===== config.mk =====
export PLATFORM = sky130hd
export DESIGN_NAME = dst_addr_filter
export DESIGN_NICKNAME = d
export VERILOG_FILES = /design/src/rtl/dfilt_pkg.sv /design/src/rtl/dfilt_byte_cnt.sv /design/src/rtl/dfilt_crc.sv /design/src/rtl/dfilt_addr_cmp.sv /design/src/rtl/dfilt_decide.sv /design/src/rtl/dst_addr_filter.sv
export SDC_FILE = /design/constraint.sdc
export NUM_CORES = 1
export LEC_CHECK = 0
export BUFFER_PORTS_ARGS = -buffer_cell sky130_fd_sc_hd__buf_2
export CAP_MARGIN = 5
export CORE_MARGIN = 10
export CORE_UTILIZATION = 51
export DETAILED_ROUTE_END_ITERATION = 7
export PLACE_DENSITY = 0.85
export SLEW_MARGIN = 20
export SYNTH_ARGS = -nofsm -noshare
export SYNTH_HDL_FRONTEND = slang
export SYNTH_SLANG_ARGS = --single-unit

===== constraint.sdc =====
create_clock -name clk -period 4.05 [get_ports clk]
set_input_delay 0.2025 -clock clk [delete_from_list [all_inputs] [get_ports clk]]
set_output_delay 0.2025 -clock clk [all_outputs]
set_load 0.1 [all_outputs]

===== src/rtl/dfilt_pkg.sv =====
package dfilt_pkg;
  localparam int ADDR_BYTES = 6;
  localparam int CTRL_W     = 16;
  localparam int BIT_EN     = 0;
  localparam int BIT_PROM   = 6;
  localparam int BIT_HASH   = 11;
  localparam int CRC_W      = 32;
  localparam int HIDX_W     = 6;
  localparam int HWORD_W    = 16;
  localparam int HWORDS     = (1 << HIDX_W) / HWORD_W;
  localparam int HSEL_W     = $clog2(HWORDS);
  localparam int HBIT_W     = $clog2(HWORD_W);

  typedef enum logic [2:0] {
    RSN_OFF       = 3'd0,
    RSN_PROMISC   = 3'd1,
    RSN_STATION   = 3'd2,
    RSN_BCAST     = 3'd3,
    RSN_HASH_HIT  = 3'd4,
    RSN_HASH_MISS = 3'd5,
    RSN_NO_MATCH  = 3'd6
  } reason_e;

  function automatic logic [CRC_W-1:0] crc_byte_step(
    input logic [CRC_W-1:0] cur,
    input logic [7:0]       din,
    input logic [CRC_W-1:0] poly
  );
    logic [CRC_W-1:0] r;
    r = cur ^ {{(CRC_W-8){1'b0}}, din};
    for (int k = 0; k < 8; k++) begin
      r = r[0] ? ((r >> 1) ^ poly) : (r >> 1);
    end
    return r;
  endfunction
endpackage


===== src/rtl/dfilt_byte_cnt.sv =====
module dfilt_byte_cnt #(
  parameter int NBYTES = 6,
  localparam int IDX_W = $clog2(NBYTES + 1)
) (
  input  logic             clk,
  input  logic             rst_n,
  input  logic             byte_valid,
  input  logic             frame_start,
  output logic             take,
  output logic             last_take,
  output logic [IDX_W-1:0] idx
);
  logic [IDX_W-1:0] cnt_q, cnt_d;
  logic             cnt_en;

  // A start strobe forces the byte index to zero; otherwise the stored count.
  always_comb begin
    idx       = frame_start ? '0 : cnt_q;
    take      = byte_valid && (frame_start || (cnt_q < IDX_W'(NBYTES)));
    last_take = take && (idx == IDX_W'(NBYTES - 1));
    cnt_en    = take;
    cnt_d     = idx + 1'b1;
  end

  // Reset parks the counter at NBYTES so stray bytes are ignored.
  always_ff @(posedge clk or negedge rst_n) begin
    if (!rst_n)      cnt_q <= IDX_W'(NBYTES);
    else if (cnt_en) cnt_q <= cnt_d;
  end
endmodule


===== src/rtl/dfilt_crc.sv =====
module dfilt_crc
  import dfilt_pkg::*;
#(
  parameter logic [CRC_W-1:0] POLY = 32'hEDB88320,
  parameter logic [CRC_W-1:0] SEED = 32'hFFFFFFFF
) (
  input  logic             clk,
  input  logic             rst_n,
  input  logic             take,
  input  logic             frame_start,
  input  logic [7:0]       din,
  output logic [CRC_W-1:0] crc_now
);
  logic [CRC_W-1:0] crc_q, base;

  always_comb begin
    base    = frame_start ? SEED : crc_q;
    crc_now = crc_byte_step(base, din, POLY);
  end

  always_ff @(posedge clk or negedge rst_n) begin
    if (!rst_n)    crc_q <= SEED;
    else if (take) crc_q <= crc_now;
  end
endmodule


===== src/rtl/dfilt_addr_cmp.sv =====
module dfilt_addr_cmp #(
  parameter int NBYTES = 6,
  localparam int IDX_W = $clog2(NBYTES + 1)
) (
  input  logic              clk,
  input  logic              rst_n,
  input  logic              take,
  input  logic              frame_start,
  input  logic [IDX_W-1:0]  idx,
  input  logic [7:0]        din,
  input  logic [8*NBYTES-1:0] station,
  output logic              sta_now,
  output logic              bc_now
);
  logic [NBYTES-1:0][7:0] lane;
  logic [7:0]             expect_b;
  logic                   sta_q, bc_q, sta_base, bc_base;

  // Byte 0 sits in the top byte of the packed station vector.
  for (genvar g = 0; g < NBYTES; g++) begin : g_lane
    assign lane[g] = station[8*(NBYTES-g)-1 -: 8];
  end

  always_comb begin
    expect_b = 8'h00;
    for (int k = 0; k < NBYTES; k++) begin
      if (idx == IDX_W'(k)) expect_b = lane[k];
    end
    sta_base = frame_start ? 1'b1 : sta_q;
    bc_base  = frame_start ? 1'b1 : bc_q;
    sta_now  = sta_base && (din == expect_b);
    bc_now   = bc_base && (din == 8'hFF);
  end

  always_ff @(posedge clk or negedge rst_n) begin
    if (!rst_n) begin
      sta_q <= 1'b0;
      bc_q  <= 1'b0;
    end else if (take) begin
      sta_q <= sta_now;
      bc_q  <= bc_now;
    end
  end
endmodule


===== src/rtl/dfilt_decide.sv =====
module dfilt_decide
  import dfilt_pkg::*;
(
  input  logic                          clk,
  input  logic                          rst_n,
  input  logic                          last_take,
  input  logic                          en,
  input  logic                          prom,
  input  logic                          hash_en,
  input  logic                          sta_now,
  input  logic                          bc_now,
  input  logic [CRC_W-1:0]              crc_now,
  input  logic [HWORDS-1:0][HWORD_W-1:0] htab,
  output logic                          dec_valid,
  output logic                          dec_accept,
  output logic [2:0]                    dec_reason
);
  logic [HIDX_W-1:0]  hidx;
  logic [HWORD_W-1:0] hword;
  logic               hbit, acc_d, upd;
  reason_e            rsn_d;
  logic               unused_crc;

  assign unused_crc = ^crc_now[CRC_W-HIDX_W-1:0];

  always_comb begin
    hidx  = crc_now[CRC_W-1 -: HIDX_W];
    hword = htab[hidx[HIDX_W-1 -: HSEL_W]];
    hbit  = hword[hidx[HBIT_W-1:0]];
    acc_d = 1'b0;
    rsn_d = RSN_NO_MATCH;
    if (!en) begin
      rsn_d = RSN_OFF;
    end else if (prom) begin
      acc_d = 1'b1;
      rsn_d = RSN_PROMISC;
    end else if (sta_now) begin
      acc_d = 1'b1;
      rsn_d = RSN_STATION;
    end else if (bc_now) begin
      acc_d = 1'b1;
      rsn_d = RSN_BCAST;
    end else if (hash_en) begin
      acc_d = hbit;
      rsn_d = hbit ? RSN_HASH_HIT : RSN_HASH_MISS;
    end
    upd = last_take || dec_valid;
  end

  always_ff @(posedge clk or negedge rst_n) begin
    if (!rst_n) begin
      dec_valid  <= 1'b0;
      dec_accept <= 1'b0;
      dec_reason <= 3'd0;
    end else if (upd) begin
      dec_valid  <= last_take;
      dec_accept <= last_take && acc_d;
      dec_reason <= last_take ? rsn_d : 3'd0;
    end
  end
endmodule


===== src/rtl/dst_addr_filter.sv =====
module dst_addr_filter
  import dfilt_pkg::*;
#(
  parameter logic [CRC_W-1:0] CRC_POLY = 32'hEDB88320,
  parameter logic [CRC_W-1:0] CRC_SEED = 32'hFFFFFFFF
) (
  input  logic        clk,
  input  logic        rst_n,
  input  logic        byte_valid,
  input  logic        frame_start,
  input  logic [7:0]  byte_data,
  input  logic [15:0] rx_ctrl,
  input  logic [15:0] station_w0,
  input  logic [15:0] station_w1,
  input  logic [15:0] station_w2,
  input  logic [15:0] hash_w0,
  input  logic [15:0] hash_w1,
  input  logic [15:0] hash_w2,
  input  logic [15:0] hash_w3,
  output logic        dec_valid,
  output logic        dec_accept,
  output logic [2:0]  dec_reason
);
  localparam int IDX_W = $clog2(ADDR_BYTES + 1);

  logic                           take, last_take, sta_now, bc_now;
  logic [IDX_W-1:0]               idx;
  logic [CRC_W-1:0]               crc_now;
  logic [HWORDS-1:0][HWORD_W-1:0] htab;
  logic                           unused_ctrl;

  assign htab        = {hash_w3, hash_w2, hash_w1, hash_w0};
  assign unused_ctrl = ^rx_ctrl;

  dfilt_byte_cnt #(.NBYTES(ADDR_BYTES)) u_cnt (
    .clk(clk), .rst_n(rst_n), .byte_valid(byte_valid),
    .frame_start(frame_start), .take(take), .last_take(last_take), .idx(idx)
  );

  dfilt_crc #(.POLY(CRC_POLY), .SEED(CRC_SEED)) u_crc (
    .clk(clk), .rst_n(rst_n), .take(take), .frame_start(frame_start),
    .din(byte_data), .crc_now(crc_now)
  );

  dfilt_addr_cmp #(.NBYTES(ADDR_BYTES)) u_cmp (
    .clk(clk), .rst_n(rst_n), .take(take), .frame_start(frame_start),
    .idx(idx), .din(byte_data),
    .station({station_w0, station_w1, station_w2}),
    .sta_now(sta_now), .bc_now(bc_now)
  );

  dfilt_decide u_dec (
    .clk(clk), .rst_n(rst_n), .last_take(last_take),
    .en(rx_ctrl[BIT_EN]), .prom(rx_ctrl[BIT_PROM]), .hash_en(rx_ctrl[BIT_HASH]),
    .sta_now(sta_now), .bc_now(bc_now), .crc_now(crc_now), .htab(htab),
    .dec_valid(dec_valid), .dec_accept(dec_accept), .dec_reason(dec_reason)
  );
endmodule


==> results.md <==
- Status: finished clean
- Yosys cell types: 57
- Seq pwr share: 23.3%
- Worst R2R Setup Slack: 500 ps
- Post-synth EDFFs: 0
- Sw Share: around 44%
- Number of global-route vias before repair: 3929
- Pleak: 2.118 nW
- Drt total wl: 11450 um
- CP cell instances: nor2b_1 > buf_4 > inv_1 > ha_1 > nor2_1 > a31oi_1 > o21ai_0 > xor2_1 > nor4_2 > a22oi_1 > o21ai_0 > o21ai_1
- Die extent in y: 108.8 um
- Worst vdd ir: ~0.44 mV
- Gate Count Post-Synth: between 400 and 500
- Startpoint types: register
- Die area: roughly 12000 um2
- Design Power: 3.735 mW
- Total grt overflow: 0
- Max-slew violations: 0
- Post-DRT Antenna Nets: 0
- Layout cells sized above 1: 36.80%
- Most frequent cell after synthesis: nand2_1
- Top_reg_cell synth: dfstp_2
- Initial antenna violation count: 1
- Starting Density: 52.36%
- Kind of critical path: register to register
- Post-synth top cells: nand2_1 (69), xnor2_1 (61), nor2_1 (46)
- Max Clock Freq: 281.7 MHz
- Htree depth: 2
- Depth of the most critical reg-to-reg path: 12
- FP Rows: 32
- Avg WL per Cell: 17.38 um
- Cell Pwr Density: 781.9 nW/um2
- CTS tree: yes
- Setup-failing EPs final: 0
- Max Cap Viol: 0
- Top cell type's share of synthesized area: 22.19%
- Cell depth of the worst setup path: 12
- Final setup margin: around 500 ps
- CP startpoint: u_cnt.cnt_q[2]
- First-pass GRT wire length: approximately 18000 um
- Die width: 108.8 um
- Clk_skew: 12.21 ps
- Period utilization: 87.65%
- Setup TNS: 0 ps
- Reg-to-reg startpoint: u_cnt.cnt_q[2]
- Setup WS pre-CTS: roughly 550 ps
- Final HPWL DP: 9056 um
- RSZ-0062 raised after global routing: false
- GR Util All Layers: between 10% and 20%
- Net Count, Synth: 588
- Fraction of registers with async set/reset: 100.0%
- Netlist Area Pre-Place: 4025 um2
- Register area share after synthesis: 27.17%
- CTS Buf Count: 5
- Hold Violations, Final: 0
- Worst Setup End Kind: register
- Clk slew on worst S/H paths: ~80 ps
- Slowest cell on crit path: dfstp_2
- Initial drt markers: ~240
- Diode count: 0
- Port Buffers: 131
- I/O pin count: approximately 150
- DRC violations left: 0
- Cell internal pwr: 2.099 mW
- Crit path buffers/inverters: 2
- Synth top area cells: dfstp_2 (22%), xnor2_1 (13%), nand2_1 (6.4%)
- Avg Cell Area, Syn: around 9.1 um2
- Cts repair resizes: 0
- Vias per cell: 5.566
- Clk network pwr share: ~7.8%
- WP data arrival: 3720 ps
- RD Place Congestion: between 0.8 and 0.9
- Tmin final: 3550 ps
- Synth area leader: dfstp_2
- Worst slew pin tran: 921.0 ps
- DRT Pass-1 Iters: 6
- Cell family with most CP delay: simple AND/OR/NAND/NOR gates
- Vias: 3668
- Critical path required time: 4220 ps
- Root Buffer: clkbuf_8
- HP Class: input pin to async pin
- Area growth, synth to finish: 18.68%
- # nets final: 701
- Synth Warn #: 0
- Setup repair bufs after CTS: 0
- NetSw: 1.636 mW
- Most used cell along the critical path: o21ai_0
- Hold buffers post-CTS: 0
- Max incr delay on CP: 630 ps
- Maximum buffer depth of the clock tree: 2
- Crit path capture: u_dec.dec_reason[0]
- Later-pin clock latency in the skew report: 300 ps
- Largest net degree at the start of global routing: 67
- Count of state elements after synthesis: 42
- Worst-path maximum fanout: 14
- CTS sink cnt: 42
- Core Footprint: 7687 um2
- Combinational power share: 68.9%
- Slew headroom: 38.60%
- R2r endpoint: u_dec.dec_reason[0]
==> area by class of cell <==
cell class | instances | area (um2)
Fill cell | 658 | 2910
Clock buffer | 7 | 86.33
Multi-Input combinational cell | 360 | 2711
Timing Repair Buffer | 141 | 730.7
Inverter | 6 | 22.52
Sequential cell | 42 | 1094
Clock inverter | 1 | 5.005
Tap cell | 102 | 127.6
==> through the flow <==
step                      util [%]  std cells  area (um2)  hold slack, ps
final                        62.14        659        4777           58.32
after global routing         62.14        659        4777           108.4
after CTS                    62.04        659        4770           75.13
after detailed placement     60.86        651        4678           396.4
after global placement       60.86        651        4678           383.2
after floorplan                  -        443        4025          -93.09
==> sequential cells by signal (all words and copies together) (netlist names) <==
signal and count:
u_crc.crc_q 32, u_dec.dec_reason 3, u_dec.dec_valid 1, u_cmp.sta_q 1, u_cmp.bc_q 1, u_dec.dec_accept 1
u_cnt.cnt_q 3
==> cells by family (layout without fill, tap and decap cells) <==
logic type	after synthesis	in the layout	share of synthesized area, %
AO/OA/AOI/OAI	82	82	13.37
XOR/XNOR	96	96	23.13
adder cells (fa/ha/maj)	5	5	1.554
buffers and inverters	41	155	5.657
flip-flops	42	42	27.17
multiplexers	26	26	12.03
AND/OR/NAND/NOR	151	151	17.10
==> how the worst min path moves through the flow <==
| stage | start | end | slack [ps] | depth (start not counted) |
|---|---|---|---|---|
| 2_1_floorplan | rst_n | u_cmp.bc_q | -90 | 0 |
| 3_3_place_gp | rst_n | u_cmp.sta_q | 380 | 1 |
| 3_5_place_dp | rst_n | u_cmp.sta_q | 400 | 1 |
| 4_1_cts | rst_n | u_cmp.sta_q | 80 | 1 |
| 5_1_grt | rst_n | u_cmp.bc_q | 110 | 1 |
| 6_report | rst_n | u_dec.dec_reason[2] | 60 | 1 |
==> layer usage <==
layer,global-route usage (%),share of wire (%)
met1,21.56,39
met2,35.09,54
met3,3.658,4.0
met4,5.744,2.5
met5,0,0.061
==> power by group through the flow <==
stage	clock network, mW	logic, mW	registers [mW]
3_5_place_dp	0	2.55	0.876
4_1_cts	0.292	2.57	0.872
6_report	0.291	2.57	0.871
2_1_floorplan	0	2.14	0.878
5_1_grt	0.308	2.82	0.899
3_3_place_gp	0	2.46	0.865
==> placed cells by master (no fill, tap or decap), types with 2 or more instances in the layout <==
| cell | synthesis | routed |
|---|---|---|
| mux4_1 | 6 | 6 |
| xnor2_2 | 5 | 6 |
| a31oi_1 | 3 | 3 |
| buf_4 | 2 | 10 |
| nor3_1 | 3 | 3 |
| a21oi_1 | 12 | 12 |
| nand3b_1 | 4 | 4 |
| a221o_1 | 6 | 6 |
| inv_1 | 6 | 6 |
| mux2i_1 | 9 | 9 |
| o21ai_0 | 34 | 34 |
| nand2b_1 | 7 | 7 |
| dfstp_2 | 34 | 34 |
| o21bai_1 | 4 | 4 |
| nor4bb_1 | 6 | 6 |
| a2bb2oi_1 | 2 | 2 |
| a32oi_1 | 4 | 4 |
| mux4_2 | 10 | 10 |
| xor2_1 | 27 | 27 |
| nor2b_1 | 4 | 4 |
| ha_1 | 5 | 5 |
| buf_2 | 6 | 131 |
| a22oi_1 | 2 | 2 |
| dfrtp_1 | 8 | 8 |
| nand2_1 | 69 | 69 |
| nand4_1 | 2 | 2 |
| nor2_1 | 46 | 46 |
| nand3_1 | 3 | 3 |
| a22o_1 | 4 | 4 |
| clkbuf_8 | 2 | 6 |
| xnor2_1 | 61 | 60 |
Note: power is estimated with default switching activity, not from simulation.
